<file path="src/rtl/netctl_csr_pkg.sv">
package netctl_csr_pkg;
  localparam int unsigned CSR_W  = 8;
  localparam int unsigned B_INIT = 0;
  localparam int unsigned B_STRT = 1;
  localparam int unsigned B_STOP = 2;
  localparam int unsigned B_TDMD = 3;
  localparam int unsigned B_TXON = 4;
  localparam int unsigned B_RXON = 5;
  localparam int unsigned B_IEN  = 6;
  localparam int unsigned B_ISUM = 7;
endpackage

</file>
<file path="src/rtl/csr_rst_sync.sv">
module csr_rst_sync #(
  parameter int unsigned STAGES = 2
) (
  input  logic clk,
  input  logic rst_n,
  output logic rst_sync_n
);
  logic [STAGES-1:0] chain_q;

  always_ff @(posedge clk or negedge rst_n) begin
    if (!rst_n) chain_q <= '0;
    else        chain_q <= {chain_q[STAGES-2:0], 1'b1};
  end

  assign rst_sync_n = chain_q[STAGES-1];
endmodule

</file>
<file path="src/rtl/csr_run_ctl.sv">
module csr_run_ctl (
  input  logic clk,
  input  logic rst_n,
  input  logic halt,
  input  logic wr_init,
  input  logic wr_strt,
  input  logic init_done,
  input  logic rx_dis,
  input  logic tx_dis,
  input  logic tx_uflow,
  input  logic uflow_keep_tx,
  output logic init_q,
  output logic strt_q,
  output logic stop_q,
  output logic rxon_q,
  output logic txon_q,
  output logic busy_q,
  output logic init_req_q
);
  logic init_n, strt_n, stop_n, rxon_n, txon_n, busy_n, req_n;
  logic run_now, run_nxt, go_on;

  always_comb begin
    init_n  = init_q;
    strt_n  = strt_q;
    stop_n  = stop_q;
    rxon_n  = rxon_q;
    txon_n  = txon_q;
    busy_n  = busy_q;
    req_n   = 1'b0;
    run_now = strt_q & ~busy_q;
    run_nxt = 1'b0;
    go_on   = 1'b0;
    if (halt) begin
      stop_n = 1'b1;
      strt_n = 1'b0;
      init_n = 1'b0;
      busy_n = 1'b0;
      rxon_n = 1'b0;
      txon_n = 1'b0;
    end else begin
      if (init_done) busy_n = 1'b0;
      if (wr_init || wr_strt) stop_n = 1'b0;
      if (wr_init && !init_q) begin
        init_n = 1'b1;
        busy_n = 1'b1;
        req_n  = 1'b1;
      end
      if (wr_strt) strt_n = 1'b1;
      run_nxt = strt_n & ~busy_n;
      go_on   = run_nxt & ~run_now;
      if (go_on) begin
        rxon_n = rxon_q | ~rx_dis;
        txon_n = txon_q | ~tx_dis;
      end
      if (tx_uflow && !uflow_keep_tx) txon_n = 1'b0;
    end
  end

  always_ff @(posedge clk or negedge rst_n) begin
    if (!rst_n) begin
      init_q     <= 1'b0;
      strt_q     <= 1'b0;
      stop_q     <= 1'b1;
      rxon_q     <= 1'b0;
      txon_q     <= 1'b0;
      busy_q     <= 1'b0;
      init_req_q <= 1'b0;
    end else begin
      init_q     <= init_n;
      strt_q     <= strt_n;
      stop_q     <= stop_n;
      rxon_q     <= rxon_n;
      txon_q     <= txon_n;
      busy_q     <= busy_n;
      init_req_q <= req_n;
    end
  end
endmodule

</file>
<file path="src/rtl/csr_tx_demand.sv">
module csr_tx_demand (
  input  logic clk,
  input  logic rst_n,
  input  logic halt,
  input  logic wr_tdmd,
  input  logic txon_q,
  input  logic desc_fetch,
  output logic tdmd_q
);
  logic tdmd_n;

  always_comb begin
    tdmd_n = tdmd_q;
    if (halt)                   tdmd_n = 1'b0;
    else if (wr_tdmd && txon_q) tdmd_n = 1'b1;
    else if (desc_fetch)        tdmd_n = 1'b0;
  end

  always_ff @(posedge clk or negedge rst_n) begin
    if (!rst_n) tdmd_q <= 1'b0;
    else        tdmd_q <= tdmd_n;
  end
endmodule

</file>
<file path="src/rtl/csr_irq_ctl.sv">
module csr_irq_ctl #(
  parameter int unsigned IRQ_W = 4
) (
  input  logic             clk,
  input  logic             rst_n,
  input  logic             halt,
  input  logic             wr_any,
  input  logic             wr_ien,
  input  logic [IRQ_W-1:0] irq_src,
  output logic             ien_q,
  output logic             isum_q,
  output logic             irq
);
  logic ien_n, isum_n;

  always_comb begin
    ien_n = ien_q;
    if (halt)        ien_n = 1'b0;
    else if (wr_any) ien_n = wr_ien;
    isum_n = |irq_src;
  end

  always_ff @(posedge clk or negedge rst_n) begin
    if (!rst_n) begin
      ien_q  <= 1'b0;
      isum_q <= 1'b0;
    end else begin
      ien_q  <= ien_n;
      isum_q <= isum_n;
    end
  end

  assign irq = ien_q & isum_q;
endmodule

</file>
<file path="src/rtl/netctl_csr.sv">
module netctl_csr
  import netctl_csr_pkg::*;
#(
  parameter int unsigned IRQ_W       = 4,
  parameter int unsigned SYNC_STAGES = 2
) (
  input  logic             clk,
  input  logic             rst_n,
  input  logic             soft_rst,
  input  logic             host_we,
  input  logic [CSR_W-1:0] host_wdata,
  output logic [CSR_W-1:0] host_rdata,
  output logic             init_req,
  input  logic             init_done,
  input  logic             rx_dis,
  input  logic             tx_dis,
  input  logic             tx_uflow,
  input  logic             uflow_keep_tx,
  input  logic             desc_fetch,
  output logic             tx_poll_req,
  input  logic [IRQ_W-1:0] irq_src,
  output logic             irq
);
  logic rst_sync_n;
  logic halt, wr_init, wr_strt, wr_tdmd;
  logic init_q, strt_q, stop_q, rxon_q, txon_q, fetch_busy, tdmd_q, ien_q, isum_q;

  csr_rst_sync #(.STAGES(SYNC_STAGES)) u_rst (
    .clk(clk), .rst_n(rst_n), .rst_sync_n(rst_sync_n)
  );

  assign halt    = soft_rst | (host_we & host_wdata[B_STOP]);
  assign wr_init = host_we & host_wdata[B_INIT];
  assign wr_strt = host_we & host_wdata[B_STRT];
  assign wr_tdmd = host_we & host_wdata[B_TDMD];

  csr_run_ctl u_run (
    .clk(clk), .rst_n(rst_sync_n), .halt(halt),
    .wr_init(wr_init), .wr_strt(wr_strt), .init_done(init_done),
    .rx_dis(rx_dis), .tx_dis(tx_dis),
    .tx_uflow(tx_uflow), .uflow_keep_tx(uflow_keep_tx),
    .init_q(init_q), .strt_q(strt_q), .stop_q(stop_q),
    .rxon_q(rxon_q), .txon_q(txon_q), .busy_q(fetch_busy),
    .init_req_q(init_req)
  );

  csr_tx_demand u_tdmd (
    .clk(clk), .rst_n(rst_sync_n), .halt(halt), .wr_tdmd(wr_tdmd),
    .txon_q(txon_q), .desc_fetch(desc_fetch), .tdmd_q(tdmd_q)
  );

  csr_irq_ctl #(.IRQ_W(IRQ_W)) u_irq (
    .clk(clk), .rst_n(rst_sync_n), .halt(halt),
    .wr_any(host_we), .wr_ien(host_wdata[B_IEN]), .irq_src(irq_src),
    .ien_q(ien_q), .isum_q(isum_q), .irq(irq)
  );

  always_comb begin
    host_rdata         = '0;
    host_rdata[B_INIT] = init_q;
    host_rdata[B_STRT] = strt_q;
    host_rdata[B_STOP] = stop_q;
    host_rdata[B_TDMD] = tdmd_q;
    host_rdata[B_TXON] = txon_q;
    host_rdata[B_RXON] = rxon_q;
    host_rdata[B_IEN]  = ien_q;
    host_rdata[B_ISUM] = isum_q;
  end

  assign tx_poll_req = tdmd_q;
endmodule

</file>
<file path="config.mk">
export PLATFORM = sky130hd
export DESIGN_NAME = netctl_csr
export DESIGN_NICKNAME = d
export VERILOG_FILES = /design/src/rtl/netctl_csr_pkg.sv /design/src/rtl/csr_rst_sync.sv /design/src/rtl/csr_run_ctl.sv /design/src/rtl/csr_tx_demand.sv /design/src/rtl/csr_irq_ctl.sv /design/src/rtl/netctl_csr.sv
export SDC_FILE = /design/constraint.sdc
export NUM_CORES = 1
export LEC_CHECK = 0
export BUFFER_PORTS_ARGS = -buffer_cell sky130_fd_sc_hd__buf_2
export CAP_MARGIN = 20
export CORE_MARGIN = 4
export CORE_UTILIZATION = 36
export CTS_CLUSTER_SIZE = 8
export DETAILED_ROUTE_END_ITERATION = 12
export PLACE_DENSITY = 0.75
export SYNTH_ARGS = -nofsm -noshare
export SYNTH_HDL_FRONTEND = slang
export SYNTH_SLANG_ARGS = --single-unit
export TNS_END_PERCENT = 50
</file>
<file path="constraint.sdc">
create_clock -name clk -period 0.8 [get_ports clk]
set_input_delay 0.08 -clock clk [delete_from_list [all_inputs] [get_ports clk]]
set_output_delay 0.08 -clock clk [all_outputs]
set_load 0.1 [all_outputs]
</file>
Word-level counts from Yosys, hierarchy flattened --
Index checks and enable logic that the tools add are counted.
Storage, ports and cells: output and inout port bits 11, logic and storage cells 63, bits in registers 12, input bits 22
Operators by class: reductions and logical operators 13, mux-type cells 23, bitwise logic cells 16
Operator list (number):
- $mux 1 | 23
- $and 1x1->1 | 8
- $reduce_bool 2->1 | 4
- $reduce_bool 3->1 | 2
- $not 1->1 | 5
- $reduce_or 4->1 | 1
- $logic_and 1x1->1 | 3
- $or 1x1->1 | 3
- $logic_not 1->1 | 2
- $logic_or 1x1->1 | 1

Depth between registers and ports, before layout --
Gate-level depths: netlist (run 1).
word-level depth 10, depth in mapped cells 4, gate-level depth less buffers 3

Hierarchy --
A second synthesis (run 1) with hierarchy kept.
Second synthesis, totals: cells, all modules 50, area, all modules 564.3 um^2
Modules (own cells, without submodules):
- csr_run_ctl | sequential area each 176.4 um^2, cells each 25, times used 1, area an instance 299.0 um^2
- netctl_csr | sequential area each 0.0 um^2, cells each 12, times used 1, area an instance 90.1 um^2
- csr_irq_ctl | sequential area each 50.0 um^2, cells each 6, times used 1, area an instance 77.6 um^2
- csr_rst_sync | sequential area each 50.0 um^2, cells each 3, times used 1, area an instance 53.8 um^2
- csr_tx_demand | sequential area each 25.0 um^2, cells each 4, times used 1, area an instance 43.8 um^2

Least setup slack after synthesis (run 1) --
No wires, ideal clock.
path kind register to output, from register u_tdmd.tdmd_q, to output port host_rdata[3], data arrival time 1340 ps, stages on the path, launching flop included 2, path buffers 1, data required time 720 ps, setup slack -620 ps, cells stage by stage dfrtp_1 buf_4
RTL lines:
- start: declaration | RTL line csr_tx_demand.sv:8 | output logic tdmd_q
- start signal: assignment | RTL line csr_tx_demand.sv:21 | else tdmd_q <= tdmd_n;
- end: declaration | RTL line netctl_csr.sv:12 | output logic [CSR_W-1:0] host_rdata,
No word-level cell between the ends.

Final worst setup path (run 1) --
from register u_run.stop_q, to output port host_rdata[2]
RTL lines:
- start: declaration | RTL line csr_run_ctl.sv:14 | output logic stop_q,
- start signal: assignment | RTL line csr_run_ctl.sv:72 | stop_q <= stop_n;
No word-level cell between the ends.

==> results of run 1 <==
==> cell usage in the layout (no fill, tap or decap), drive strengths merged <==
| master | count |
|---|---|
| inv | 3 |
| dlygate4sd3 | 2 |
| nor2 | 3 |
| o21ai | 1 |
| mux2i | 1 |
| a21o | 2 |
| buf | 43 |
| nand2b | 2 |
| or4 | 1 |
| a221o | 1 |
| conb | 1 |
| a21oi | 5 |
| dfrtp | 11 |
| dfstp | 1 |
| nand3b | 1 |
| nand3 | 1 |
| and2 | 2 |
| o2111ai | 1 |
| nand2 | 3 |
| clkbuf | 4 |
| o31ai | 1 |
==> registers in the layout, indices dropped and copies added (netlist names) <==
register / cells
u_irq.isum_q: 1
u_tdmd.tdmd_q: 1
u_run.init_q: 1
u_run.rxon_q: 1
u_irq.ien_q: 1
u_run.busy_q: 1
u_run.init_req_q: 1
u_rst.chain_q: 2
u_run.stop_q: 1
u_run.strt_q: 1
u_run.txon_q: 1
==> cell type report <==
| cell class | count | area [sq um] | area share |
|---|---|---|---|
| sequential | 12 | 306.5 | 0.2970 |
| timing repair buffer | 45 | 457.9 | 0.4436 |
| tap | 15 | 18.77 | 0.01818 |
| clock buffer | 4 | 36.28 | 0.03515 |
| multi-input combinational | 26 | 201.4 | 0.1952 |
| inverter | 3 | 11.26 | 0.01091 |
==> per-layer routing <==
| layer | routed length [um] | share of wire | track usage |
|---|---|---|---|
| met2 | 905 | 0.59 | 0.3144 |
| met1 | 451 | 0.29 | 0.1313 |
| met5 | 0 | 0 | 0 |
| met4 | 55 | 0.036 | 0.05525 |
| met3 | 124 | 0.081 | 0.07280 |
==> cell families (layout without fill, tap and decap cells) <==
logic type	Yosys count	count (layout)	synth area share
AND/OR/NAND/NOR	13	13	0.1230
flip-flops	12	12	0.5490
AO/OA/AOI/OAI	11	11	0.1526
multiplexers	1	1	0.01822
buffers and inverters	12	52	0.1503
other	1	1	0.006827
==> final timing paths <==
| check | start | to | cells past startpoint |
|---|---|---|---|
| setup / recovery | u_run.stop_q | host_rdata[2] | 1 |
| hold / removal | irq_src[2] | u_irq.isum_q | 2 |
| setup reg to reg | u_run.strt_q | u_run.rxon_q | 4 |
| hold reg to reg | u_rst.chain_q[1] | u_run.txon_q | 0 |
| max in group asynchronous | u_rst.chain_q[1] | u_run.stop_q | 0 |
| min in group asynchronous | rst_n | u_rst.chain_q[1] | 2 |
==> what timing repair did <==
action                                  CTS  global route
gates resized for setup                  11             4
endpoints found under the setup margin   17            17
endpoints found under the hold margin     4             1
buffers inserted                          1             1
pin swaps                                 2             3
==> per-stage QoR <==
step	setup TNS, ns	setup slack [ns]
2_1_floorplan	-0.5288	-0.1553
3_3_place_gp	-0.2773	-0.09513
5_1_grt	-4.265	-0.3496
4_1_cts	-3.490	-0.3059
6_report	-3.545	-0.2937
3_5_place_dp	-0.5231	-0.1510
==> power by group through the flow <==
| stage | combinational [mW] | sequential [mW] | clock [mW] |
|---|---|---|---|
| after global routing | 0.494 | 0.670 | 0.555 |
| after global placement | 0.415 | 0.672 | 0 |
| after CTS | 0.457 | 0.665 | 0.506 |
| after floorplan | 0.238 | 0.680 | 0 |
| after detailed placement | 0.421 | 0.676 | 0 |
| final | 0.473 | 0.664 | 0.485 |
==> impl_metrics.yaml, run 1 <==
detailed_routing:
  wire_per_inst_um: 14.63
  drt_iter0_markers: 1
  drc: 0
  ant_nets: 0
  num_vias: 501
  drt_pass1_iterations: 4
  vias_per_cell: 4.771
  routed_wl_um: 1536
sta:
  fin_crit_ns: 1.094
  hold_viol: 1
  setup_slack_ns: -0.2937
  period_share: 1.367
  rsz0062_at_grt: "true"
  whs_ns: -0.01357
  clock_skew_ns: 0.005459
  timing.fmax_ghz: 0.9144
  finalMaxSlewViolations: 0
  final-setup-viol-count: 17
layout:
  stdcell_count: 105
  fin_util: 0.7555
  drive_gt1_frac: 0.6778
  final_cell_area_sq_um: 1032
  diodes: 0
  area_delta_synth_final_pct: 87.93
  nNetsFinal: 113
  fill_cells: 92
cts:
  htree_levels: 1
  cts.sinks: 12
  tritoncts: "built"
  root_buffer: "clkbuf_4"
  clk-insertion-delay-late_ns: 0.28
  cts.clk_slew.worst_paths_ns: 0.08
  numCtsBuffers: 3
  cts_buffer_depth: 2
  hold_buffers: 2
yosys:
  synth_area_leaders: "dfrtp_1, buf_4, dfstp_2"
  ys_ff_latch: 12
  synth_commonest_cells: "dfrtp_1, buf_4, a21oi_1"
  avgSynthCellArea_sq_um: 10.99
  synth_edf_count: 0
  synth.top_cell.area_share: 0.5011
  ys.warnings.count: 0
  ys.flop_type: "dfrtp_1"
  async_flop_share: 1.000
  synth_area_leader_cell: "dfrtp_1"
  synth.net_count: 72
  synthesis.area_sq_um: 549.3
  synth.most_common_cell: "dfrtp_1"
  synth-seq-area-share: 0.5490
  postSynthCellCount: 50
  synth_cell_type_count: 22
power:
  pwr_density_cell_nw_per_um2: 1572
  p_sw_frac: 0.3080
  p_leak_nw: 0.4877
  p_int_mw: 1.123
  pwr-share-comb: 0.292
  p_clk_frac: 0.299
  pwr-share-seq: 0.409
  p_sw_uw: 499.8
  ir_drop_v: 0.001063
  total_power_mw: 1.623
die:
  dieArea_sq_um: 2215
  fp.dieH_um: 47.06
  core-area_sq_um: 1366
  start_util: 0.4020
  num_rows: 13
  io_pins: 33
  die_w_um: 47.06
worst_setup_path:
  required_ns: 0.72
  crit_arrival_ns: 1.01
  crit_type: "flip-flop to output pin"
  setup.worst_path.end_class: "output pin"
  cp_max_fo: 2
  start_kind: "flip-flop"
  crit_slowest_cell: "dfstp_2"
  cpPeakStageDelay_ns: 0.56
  crit_family: "flip-flops"
  ff2ff_setup_slack_ns: -0.22
  cp_num_buf_inv: 1
  crit_chain: "buf_12"
grt:
  grt_max_degree: 11
  grt_pass1_vias: 535
  antenna_found_initial: 0
  gr-usage-all-layers: 0.1575
  grt_overflow: 0
  grt_pass1_wl_um: 2304
place:
  portBuffers: 29
  dpl.hpwl_um: 1093
  placed_cells: 97
  gp_congestion: 0.7306
  postPlaceCellArea_sq_um: 904.6
flow_run:
  cap_violations: 0
outcome:
  failed_checks: "negative hold slack, negative setup slack"
  status: "finished, violations left"
hold_path:
  hold_class: "input pin to flip-flop"
Note: power is estimated with default switching activity, not from simulation.
==> inputs of run 2 (changes only) <==
--- a/config.mk
+++ b/config.mk
@@ -8,10 +8,11 @@
 export BUFFER_PORTS_ARGS = -buffer_cell sky130_fd_sc_hd__buf_2
 export CAP_MARGIN = 20
 export CORE_MARGIN = 4
-export CORE_UTILIZATION = 36
+export CORE_UTILIZATION = 40
 export CTS_CLUSTER_SIZE = 8
 export DETAILED_ROUTE_END_ITERATION = 12
-export PLACE_DENSITY = 0.75
+export PLACE_DENSITY = 0.79
+export RECOVER_POWER = 25
 export SYNTH_ARGS = -nofsm -noshare
 export SYNTH_HDL_FRONTEND = slang
 export SYNTH_SLANG_ARGS = --single-unit
==> constraint.sdc (replaced) <==
create_clock -name clk -period 1.24 [get_ports clk]
set_input_delay 0.124 -clock clk [delete_from_list [all_inputs] [get_ports clk]]
set_output_delay 0.124 -clock clk [all_outputs]
set_load 0.1 [all_outputs]
==> run 2 against run 1 <==
Against the previous run: the flow now finishes without violations; flip-flop and latch count unchanged; routed wire length decreased by 26%; global-route usage is 2.8 points lower; non-clock buffer count fell by 15; largest power group unchanged.
==> impl_metrics.yaml, run 2 (synthesis results as in run 1) <==
worst_setup_path:
  start_kind: "flip-flop"
  crit_family: "buffers and inverters"
  cp-endpoint: "host_rdata[4]"
  crit_slowest_cell: "buf_2"
  cp_max_fo: 3
  reg2reg_from: "u_run.init_q"
  cpPeakStageDelay_ns: 0.43
  crit_arrival_ns: 1.07
  cp_num_cells: 1
  setup.worst_path.end_class: "output pin"
  required_ns: 1.12
  crit_type: "flip-flop to output pin"
  reg2reg_depth: 3
  critPathLaunch: "u_run.txon_q"
  crit_chain: "buf_2"
  worst_r2r_endpoint: "u_run.rxon_q"
  cp_num_buf_inv: 1
  ff2ff_setup_slack_ns: 0.23
layout:
  drive_gt1_frac: 0.4800
  fin_util: 0.5481
  final_cell_area_sq_um: 713.2
  area_delta_synth_final_pct: 29.84
  layout_common_cells: "buf_2, dfrtp_1, clkbuf_4"
  regArea_sq_um: 302.8
  largest_register_ffs: 2
  nNetsFinal: 98
  multi_input_area_sq_um: 165.2
  fill_cells: 130
  diodes: 0
  final_common_cell: "buf_2"
  regMostFlops: "u_rst.chain_q"
detailed_routing:
  drt_pass1_iterations: 1
  drt_iter0_markers: 0
  drc: 0
  num_vias: 434
  wire_per_inst_um: 12.56
  vias_per_cell: 4.822
  routed_wl_um: 1130
  ant_nets: 0
sta:
  timing.fmax_ghz: 0.8368
  finalMaxSlewViolations: 0
  clock_skew_ns: 0.001373
  whs_ns: 0.03169
  rsz0062_at_grt: "false"
  fin_crit_ns: 1.195
  tns_ns: 0
  period_share: 0.9637
  hold_viol: 0
  setup_slack_ns: 0.04500
  final-setup-viol-count: 0
cts:
  cts.sinks: 12
  tritoncts: "built"
  clk-insertion-delay-late_ns: 0.27
  cts_buffer_depth: 2
  numCtsBuffers: 3
  cts.clk_slew.worst_paths_ns: 0.07
  htree_levels: 1
  root_buffer: "clkbuf_4"
die:
  die_w_um: 45.06
  dieArea_sq_um: 2030
  core-area_sq_um: 1301
  start_util: 0.4221
  io_pins: 33
  num_rows: 13
  fp.dieH_um: 45.06
hold_path:
  hold_class: "input pin to flip-flop"
grt:
  grt_overflow: 0
  grt_pass1_vias: 416
  grt_pass1_wl_um: 1731
  antenna_found_initial: 0
  gr-usage-all-layers: 0.1295
  grt_max_degree: 11
flow_run:
  cap_violations: 0
place:
  postPlaceCellArea_sq_um: 673.1
  dpl.hpwl_um: 921.7
  portBuffers: 29
  dp_slack_ns: 0.2195
  gp_congestion: 0.7687
outcome:
  status: "completed"
power:
  ir_drop_v: 0.0006328
  pwr_density_cell_nw_per_um2: 1236
  p_leak_nw: 0.3649
-- run 2: layout make-up --
| class | count | area share |
|---|---|---|
| Clock buffer | 4 | 0.03684 |
| Multi-Input combinational cell | 26 | 0.2316 |
| Tap cell | 15 | 0.02632 |
| Timing Repair Buffer | 30 | 0.2649 |
| Inverter | 3 | 0.01579 |
| Sequential cell | 12 | 0.4246 |
-- run 2: stage by stage --
stage	cells	power [mW]
global placement	85	0.6355
global route	90	0.9354
detailed placement	85	0.6402
finish	90	0.8817
floorplan	50	0.5899
CTS	90	0.8924
-- run 2: per-layer routing --
metal | track usage | vias to the layer above | wire length [um]
met5 | 0 | - | 0
met4 | 0.08772 | 0 | 8
met3 | 0.06773 | 2 | 107
met2 | 0.2090 | 18 | 587
met1 | 0.1269 | 204 | 427
li1 | - | 210 | -
-- run 2: worst min path at each step --
| stage | startpoint | endpoint | depth (start not counted) |
|---|---|---|---|
| 6_report | rx_dis | u_run.rxon_q | 2 |
| 5_1_grt | irq_src[2] | u_irq.isum_q | 2 |
| 4_1_cts | rx_dis | u_run.rxon_q | 2 |
| 3_5_place_dp | rst_n | u_rst.chain_q[1] | 1 |
| 3_3_place_gp | rst_n | u_rst.chain_q[0] | 1 |
| 2_1_floorplan | rst_n | u_rst.chain_q[0] | 0 |
-- run 2: report_power, final --
part / internal [mW] / switching (mW) / total, mW
registers: 0.410 / 0.0153 / 0.425
logic: 0.0643 / 0.146 / 0.210
clock network: 0.125 / 0.122 / 0.247
-- run 2: timing repair --
action,CTS,global route
setup buffers,0,0
endpoints found under the hold margin,2,0
gates resized for setup,0,2
hold buffers,1,0
setup endpoints to repair,0,2
==> inputs of run 3 (changes only) <==
--- a/config.mk
+++ b/config.mk
@@ -11,7 +11,7 @@
 export CORE_UTILIZATION = 40
 export CTS_CLUSTER_SIZE = 8
 export DETAILED_ROUTE_END_ITERATION = 12
-export PLACE_DENSITY = 0.79
+export PLACE_DENSITY = 0.75
 export RECOVER_POWER = 25
 export SYNTH_ARGS = -nofsm -noshare
 export SYNTH_HDL_FRONTEND = slang
==> run 3 against run 2 <==
Against the previous run: clock skew about the same; non-clock buffer count stayed put; sequential power about the same; design area unchanged; final cell count is the same; routed wire length fell by 4.9%; first-iteration DRC count up 4; largest power group unchanged.
==> impl_metrics.yaml, run 3 (synthesis results as in run 1) <==
outcome:
  status: "completed"
detailed_routing:
  drc: 0
  ant_nets: 0
  drt_iter0_markers: 4
  wire_per_inst_um: 11.94
  vias_per_cell: 4.678
  routed_wl_um: 1075
  drt_pass1_iterations: 2
  num_vias: 421
worst_setup_path:
  cpPeakStageDelay_ns: 0.43
  reg2reg_from: "u_run.init_q"
  crit_family: "buffers and inverters"
  start_kind: "flip-flop"
  required_ns: 1.12
  critPathLaunch: "u_run.txon_q"
  crit_type: "flip-flop to output pin"
  crit_chain: "buf_2"
  crit_slowest_cell: "buf_2"
  crit_arrival_ns: 1.07
  ff2ff_setup_slack_ns: 0.23
  cp_num_buf_inv: 1
  reg2reg_depth: 3
  worst_r2r_endpoint: "u_run.rxon_q"
  setup.worst_path.end_class: "output pin"
  cp_max_fo: 3
sta:
  timing.fmax_ghz: 0.8407
  hold_viol: 0
  finalMaxSlewViolations: 0
  fin_crit_ns: 1.189
  whs_ns: 0.03121
  final-setup-viol-count: 0
  clock_skew_ns: 0.001538
  tns_ns: 0
  period_share: 0.9592
  rsz0062_at_grt: "false"
cts:
  clk-insertion-delay-late_ns: 0.26
  cts.clk_slew.worst_paths_ns: 0.07
  cts_setup_buffers: 0
  tritoncts: "built"
  numCtsBuffers: 3
  htree_levels: 1
  root_buffer: "clkbuf_4"
  cts.sinks: 12
  cts_buffer_depth: 2
layout:
  stdcell_count: 90
  layout_common_cells: "buf_2, dfrtp_1, clkbuf_4"
  area_delta_synth_final_pct: 29.84
  largest_register_ffs: 2
  regMostFlops: "u_rst.chain_q"
  diodes: 0
  nNetsFinal: 98
  drive_gt1_frac: 0.4800
  final_common_cell: "buf_2"
  final_cell_area_sq_um: 713.2
hold_path:
  holdPathStages: 2
  min_to: "u_run.rxon_q"
  hold_class: "input pin to flip-flop"
  hp-start: "rx_dis"
die:
  start_util: 0.4221
  io_pins: 33
  core-area_sq_um: 1301
  die_w_um: 45.06
  fp.dieH_um: 45.06
  num_rows: 13
  dieArea_sq_um: 2030
power:
  p_clk_frac: 0.275
  pwr-share-comb: 0.239
  p_sw_frac: 0.3158
  pwr_density_cell_nw_per_um2: 1226
  p_leak_nw: 0.3648
  p_int_uw: 598.3
  ir_drop_v: 0.0005933
  pwr-share-seq: 0.486
  total_power_uw: 874.5
  p_sw_uw: 276.1
place:
  gp_congestion: 0.6893
  dpl.hpwl_um: 872.6
  placed_cells: 85
  portBuffers: 29
  postPlaceCellArea_sq_um: 673.1
grt:
  grt_pass1_vias: 416
  antenna_found_initial: 0
  grt_pass1_wl_um: 1752
  grt_max_degree: 11
  gr-usage-all-layers: 0.1229
  grt_overflow: 0
flow_run:
  cap_violations: 0
[run 3: cell type report]
cell class                 count  area [sq um]
clock buffer                   4         26.28
timing repair buffer          30         188.9
tap                           15         18.77
fill                         134         588.1
multi-input combinational     26         165.2
inverter                       3         11.26
sequential                    12         302.8
[run 3: how the worst max path moves through the flow]
stage / to / depth (start not counted) / slack (ns)
after floorplan: irq / 1 / 0.03
after global placement: u_run.rxon_q / 3 / 0.25
after detailed placement: u_run.rxon_q / 3 / 0.23
after CTS: host_rdata[1] / 1 / 0.02
after global routing: host_rdata[0] / 1 / 0.01
final: host_rdata[4] / 1 / 0.05
[run 3: metal layers]
| metal | global-route usage | wire length (um) | up-vias |
|---|---|---|---|
| li1 | - | - | 209 |
| met1 | 0.1450 | 429 | 193 |
| met2 | 0.1893 | 545 | 17 |
| met3 | 0.04781 | 90 | 2 |
| met4 | 0.07018 | 9 | 0 |
| met5 | 0 | 0 | - |
[run 3: what timing repair did]
item	in CTS	in global routing
hold endpoints to repair	2	0
resized for setup	0	2
endpoints found under the setup margin	0	2
hold buffers	1	0
[run 3: power by group through the flow]
stage / registers [mW] / clock network, mW / logic [mW]
after global placement: 0.432 / 0 / 0.204
final: 0.425 / 0.241 / 0.209
after global routing: 0.428 / 0.273 / 0.220
after floorplan: 0.438 / 0 / 0.152
after detailed placement: 0.433 / 0 / 0.206
after CTS: 0.426 / 0.257 / 0.209
[run 3: metrics by stage]
stage                       util  worst slack, ns
after floorplan                -          0.02884
after global placement    0.5173           0.2539
after detailed placement  0.5173           0.2332
after CTS                 0.5452          0.01720
after global routing      0.5481         0.009588
final                     0.5481          0.05057
